## src/rtl/intosc_rate_pkg.sv

```systemverilog
package intosc_rate_pkg;
  localparam int SHIFT_W = 4;

  typedef enum logic [1:0] {
    SRC_FAST = 2'd0,
    SRC_MED  = 2'd1,
    SRC_LOW  = 2'd2
  } src_e;

  typedef struct packed {
    src_e               src;
    logic [SHIFT_W-1:0] shift;
  } div_cfg_t;
endpackage

```

## src/rtl/rate_decode.sv

```systemverilog
module rate_decode
  import intosc_rate_pkg::*;
#(
  parameter int MF_LOG2  = 5,
  parameter int LOW_LOG2 = 4
) (
  input  logic [2:0] rate_code,
  input  logic       mf_select,
  input  logic       lf_divided,
  output div_cfg_t   cfg
);
  always_comb begin
    cfg.src   = SRC_FAST;
    cfg.shift = '0;
    case (rate_code)
      3'd2: begin
        cfg.src   = mf_select ? SRC_MED : SRC_FAST;
        cfg.shift = mf_select ? SHIFT_W'(0) : SHIFT_W'(MF_LOG2);
      end
      3'd1: begin
        cfg.src   = mf_select ? SRC_MED : SRC_FAST;
        cfg.shift = mf_select ? SHIFT_W'(1) : SHIFT_W'(MF_LOG2 + 1);
      end
      3'd0: begin
        if (!lf_divided) begin
          cfg.src   = SRC_LOW;
          cfg.shift = '0;
        end else if (mf_select) begin
          cfg.src   = SRC_MED;
          cfg.shift = SHIFT_W'(LOW_LOG2);
        end else begin
          cfg.src   = SRC_FAST;
          cfg.shift = SHIFT_W'(MF_LOG2 + LOW_LOG2);
        end
      end
      default: begin
        cfg.src   = SRC_FAST;
        cfg.shift = SHIFT_W'(3'd7 - rate_code);
      end
    endcase
  end
endmodule

```

## src/rtl/src_select.sv

```systemverilog
module src_select
  import intosc_rate_pkg::*;
(
  input  src_e src,
  input  logic hf_tick,
  input  logic mf_tick,
  input  logic lf_tick,
  output logic src_tick
);
  always_comb begin
    case (src)
      SRC_MED: src_tick = mf_tick;
      SRC_LOW: src_tick = lf_tick;
      default: src_tick = hf_tick;
    endcase
  end
endmodule

```

## src/rtl/tick_divider.sv

```systemverilog
module tick_divider
  import intosc_rate_pkg::*;
#(
  parameter int CNT_W = 9
) (
  input  logic               clk,
  input  logic               rst,
  input  logic               tick,
  input  logic [SHIFT_W-1:0] shift,
  output logic               term
);
  logic [CNT_W-1:0] cnt;
  logic [CNT_W-1:0] limit;
  logic [CNT_W:0]   span;

  always_comb begin
    span  = (CNT_W+1)'(1) << shift;
    limit = CNT_W'(span - 1'b1);
    term  = tick && (cnt == limit);
  end

  always_ff @(posedge clk) begin
    if (rst) begin
      cnt <= '0;
    end else if (tick) begin
      if (cnt == limit) cnt <= '0;
      else              cnt <= cnt + 1'b1;
    end
  end

  assert_count_in_range_R8: assert property (@(posedge clk) disable iff (rst)
    cnt <= limit);

  assert_count_idle_R8: assert property (@(posedge clk) disable iff (rst)
    !tick |=> $stable(cnt));
endmodule

```

## src/rtl/intosc_rate_gen.sv

```systemverilog
module intosc_rate_gen
  import intosc_rate_pkg::*;
#(
  parameter int MF_LOG2  = 5,
  parameter int LOW_LOG2 = 4
) (
  input  logic       clk,
  input  logic       rst,
  input  logic       hf_tick,
  input  logic       mf_tick,
  input  logic       lf_tick,
  input  logic [2:0] rate_code,
  input  logic       mf_select,
  input  logic       lf_divided,
  output logic       sys_tick
);
  localparam int       CNT_W         = MF_LOG2 + LOW_LOG2;
  localparam int       DEFAULT_SHIFT = 7 - 3;
  localparam div_cfg_t DEFAULT_CFG   = '{src: SRC_FAST, shift: SHIFT_W'(DEFAULT_SHIFT)};

  div_cfg_t req_cfg;
  div_cfg_t active_cfg;
  logic     src_tick;
  logic     term;

  rate_decode #(.MF_LOG2(MF_LOG2), .LOW_LOG2(LOW_LOG2)) u_decode (
    .rate_code (rate_code),
    .mf_select (mf_select),
    .lf_divided(lf_divided),
    .cfg       (req_cfg)
  );

  src_select u_select (
    .src     (active_cfg.src),
    .hf_tick (hf_tick),
    .mf_tick (mf_tick),
    .lf_tick (lf_tick),
    .src_tick(src_tick)
  );

  tick_divider #(.CNT_W(CNT_W)) u_div (
    .clk  (clk),
    .rst  (rst),
    .tick (src_tick),
    .shift(active_cfg.shift),
    .term (term)
  );

  always_ff @(posedge clk) begin
    if (rst) begin
      active_cfg <= DEFAULT_CFG;
      sys_tick   <= 1'b0;
    end else begin
      if (term) active_cfg <= req_cfg;
      sys_tick <= term;
    end
  end

  assert_cfg_hold_R7: assert property (@(posedge clk) disable iff (rst)
    !term |=> $stable(active_cfg));

  assert_pulse_after_tick_R7: assert property (@(posedge clk) disable iff (rst)
    sys_tick |-> $past(src_tick));

  assert_low_direct_R4: assert property (@(posedge clk) disable iff (rst)
    (active_cfg.src == SRC_LOW) |-> (active_cfg.shift == '0));

  assert_fast_codes_R6: assert property (@(posedge clk) disable iff (rst)
    (rate_code >= 3'd3) |-> (req_cfg.src == SRC_FAST));
endmodule

```

## config.mk

```make
export PLATFORM = sky130hd
export DESIGN_NAME = intosc_rate_gen
export DESIGN_NICKNAME = d
export VERILOG_FILES = /design/src/rtl/intosc_rate_pkg.sv /design/src/rtl/rate_decode.sv /design/src/rtl/src_select.sv /design/src/rtl/tick_divider.sv /design/src/rtl/intosc_rate_gen.sv
export SDC_FILE = /design/constraint.sdc
export NUM_CORES = 1
export LEC_CHECK = 0
export BUFFER_PORTS_ARGS = -buffer_cell sky130_fd_sc_hd__clkbuf_2
export CAP_MARGIN = 20
export CORE_MARGIN = 2
export CORE_UTILIZATION = 50
export DETAILED_ROUTE_END_ITERATION = 8
export HOLD_SLACK_MARGIN = 0.15
export PLACE_DENSITY_LB_ADDON = 0.1
export SYNTH_ARGS = -nofsm -noshare
export SYNTH_HDL_FRONTEND = slang
export SYNTH_HIERARCHICAL = 1
export SYNTH_SLANG_ARGS = --single-unit
```

## constraint.sdc

```tcl
create_clock -name clk -period 4.79 [get_ports clk]
set_input_delay 0.479 -clock clk [delete_from_list [all_inputs] [get_ports clk]]
set_output_delay 0.479 -clock clk [all_outputs]
set_load 0.005 [all_outputs]
```

==> implementation parameters <==
Parameter                              Value

Status
  Status    finished clean

Worst hold path
  Class of the most critical hold timing path    register to register

Logic synthesis
  Post-Synthesis Cell Area    1200 µm²
  Count of yosys warnings during synthesis    6
  Number of synthesized register bits    16
  Share of flip-flops with an asynchronous set or reset    0
  Adder-cell share of the synthesized area    0.0417
  Post-Syn Instances    138
  Post-synth cell types    51
  Post-synthesis compound-gate area fraction    0.190
  XOR/XNOR Fraction of Synth Area    0.122
  Post-Syn Nets    152
  Multiplexer area fraction after synthesis    0.0417
  Simple-gate portion of the synthesized area    0.278
  Combinational family with the most area after synthesis    simple AND/OR/NAND/NOR gates
  Leading register cell type out of synthesis    dfxtp_1
  Share of synthesized area occupied by flip-flops and latches    0.267
  Number of synthesized flops with an enable pin    0
  Syn Area/Cell    8.70 µm²

Floorplanning
  CORE AREA    2230 µm²
  Initial Utilization    0.538
  Cell row count    17
  Top-Level Pins    11
  Die Height    53.0 µm
  Area of the die    2810 µm²
  Horizontal extent of the die    53.0 µm

Timing
  Pins over their slew limit    0
  RSZ-0062 raised after global routing    false
  Peak clock frequency supported by timing    304 MHz
  Worst Tran Pin Value    937 ps
  Clock tree skew after final layout    8.56 ps
  Number of setup violations in the final report    0
  Final setup TNS    0 ps
  Max-slew headroom at the worst pin    0.371
  Final critical-path share of the clock period    0.686
  Total count of hold-check failures in the final report    0
  Final hold slack    544 ps
  Final worst path period need    3290 ps

Pwr
  Part of the power in combinational logic    0.090
  Reported net switching power    0.0000587 W
  Part of the total power dissipated in sequential elements    0.549
  Fraction of power spent switching nets    0.236
  Internal power    0.000190 W
  Power density over the cells    197 nW/µm²
  Clk pwr share    0.361
  Leakage    0.418 nW
  Worst-case vdd ir drop    0.171 mV

Setup path
  Critical Path Start Type    register
  Arrival time of data at the critical path endpoint    3460 ps
  Worst path required time    4960 ps
  Maximum fanout along the worst path    14
  Crit. End Element    register
  WS Path Type    register to register

Place
  Port Buf Inserts    10
  Cell count after placement    167
  Final GP Congestion    0.819
  HPWL after detailed placement    1.70 mm
  Dpl cell area    1230 µm²

CTS
  Clk slew on worst S/H paths    100 ps
  PostCTS Resize Cnt    0
  Clock insertion delay at the later pin of the skew report    290 ps
  Clock buffer count from CTS    3
  Clock tree from TritonCTS    yes
  Depth of the CTS H-tree    1
  Cell at the root of the clock tree    clkbuf_4
  Number of buffers inserted by hold repair at cts    0
  CTS sink count    16
  Clock Tree Buf Depth    2
  Post-CTS repair timing setup buffer count    0

Global routing
  Gr ovfl total    0
  Largest net degree at the start of global routing    17
  First-pass GRT wire length    4.04 mm
  Total global routing track utilization    0.196
  Vias in the first global route    907
  Number of antenna violations at the first check in global routing    0

Layout
  Filler Cells Inserted    226
  Relative area change from synthesis to final layout    5.31%
  # nets final    158
  Combined area of the multi-input logic cells    808 µm²
  Count of inserted antenna diode cells    0
  Share of final-layout standard cells stronger than drive strength 1    0.182
  Post-layout instance count excluding filler cells    171
  Area taken by flip-flops and latches    320 µm²
  Post-Layout Inst Area    1260 µm²

Drt
  Length of the first detailed-routing pass in iterations    4
  Number of routed nets with antenna violations    0
  Final WL    2.27 mm
  Via count normalized by instance count    5.87
  Post-route DRC    0
  WL per Instance    13.3 µm
  Via count    1003
  Drt initial violations    38

Flow run
  Number of violations of the max-capacitance limit    0
## cell usage after synthesis (2+ instances only)
cell	count	area [µm²]
buf_6	2	22.5
dfxtp_1	16	320
mux2i_1	5	50.1
a21oi_1	7	35.0
nor3_1	3	15.0
nand2b_1	4	25.0
nor2b_1	4	25.0
nand2_1	7	26.3
nor3b_1	2	15.0
nor4_1	3	18.8
ha_1	4	50.1
buf_2	3	15.0
nor2_1	13	48.8
inv_1	3	11.3
xnor2_2	3	48.8
nand4_1	3	18.8
a211oi_1	7	52.6
a22oi_1	3	22.5
o21ai_0	2	10.0
xnor2_1	4	35.0
xor2_1	4	35.0
o311ai_1	2	17.5
nand3_1	4	20.0
o21ai_1	3	15.0
## worst max-delay path, cell delays in order (launching register included)
cell and delay (ps):
dfxtp_1 470, or4_4 620, ha_1 340, nor4_1 200
o21ai_0 120, a21boi_0 260, o211ai_2 170, nor3_4 270
and2_1 420, mux2i_1 240, nor2_1 50
## sequential cells by signal, indices dropped and copies added, names as in the netlist
name / count
active_cfg: 6
sys_tick: 1
u_div/cnt: 9
## cell usage in the layout, fill, tap and decap left out, types with 2 or more instances in the layout
master	Yosys	layout
clkbuf_2	1	10
a21oi_1	7	7
dfxtp_1	16	16
nor4_1	3	3
nor2b_1	4	4
o21ai_0	2	2
mux2i_1	5	5
nor2_1	13	13
a211oi_1	7	7
xnor2_1	4	4
xnor2_2	3	3
nand2b_1	4	4
o311ai_1	2	2
xor2_1	4	4
o21ai_1	3	3
nand2_1	7	7
nand4_1	3	3
a22oi_1	3	3
nand3_1	4	4
inv_1	3	3
clkbuf_4	0	3
nor3b_1	2	2
ha_1	4	4
nor3_1	3	3
## power groups by stage
stage	Combinational, W	Sequential (W)	Clock (W)
2_1_floorplan	0.0000143	0.000139	0
3_3_place_gp	0.0000217	0.000140	0
3_5_place_dp	0.0000221	0.000140	0
4_1_cts	0.0000222	0.000137	0.0000940
5_1_grt	0.0000256	0.000137	0.0000968
6_report	0.0000224	0.000137	0.0000898
## layout make-up
cell class                 count  share of cell area
tap                           28              0.0277
sequential                    16               0.253
inverter                       4              0.0119
timing repair buffer          10              0.0396
clock buffer                   4              0.0287
multi-input combinational    109               0.639
## kinds of logic after synthesis
kind of cell               after synthesis
AOI/OAI and AO/OA                       33
buffers and inverters                   13
and+or+nand+nor                         55
xor gates and xnor gates                12
adders and majority gates                4
muxes                                    5
DFF                                     16
## metrics by stage
stage | util | total power [W] | worst slack, ps
final | 0.566 | 0.000249 | 1500
after detailed placement | 0.550 | 0.000162 | 1530
after global routing | 0.566 | 0.000259 | 1220
after floorplan | - | 0.000154 | 1980
after global placement | 0.550 | 0.000161 | 1650
after CTS | 0.566 | 0.000253 | 1510
## final timing paths
kind	cells past startpoint	end	slack, ps	startpoint
worst max-delay path	10	active_cfg[4]	1500	active_cfg[3]
worst min-delay path	2	u_div/cnt[0]	540	u_div/cnt[0]
worst max register to register	10	active_cfg[4]	1500	active_cfg[3]
worst min register to register	2	u_div/cnt[0]	540	u_div/cnt[0]
## metal layers
layer  part of all wire  vias up  GRT usage
met5                  0        -          0
met4              0.010        0     0.0513
met1               0.51      471      0.269
li1                   -      512          -
met2               0.44       16      0.304
met3              0.033        4     0.0508
(Power assumes the default switching activity.)
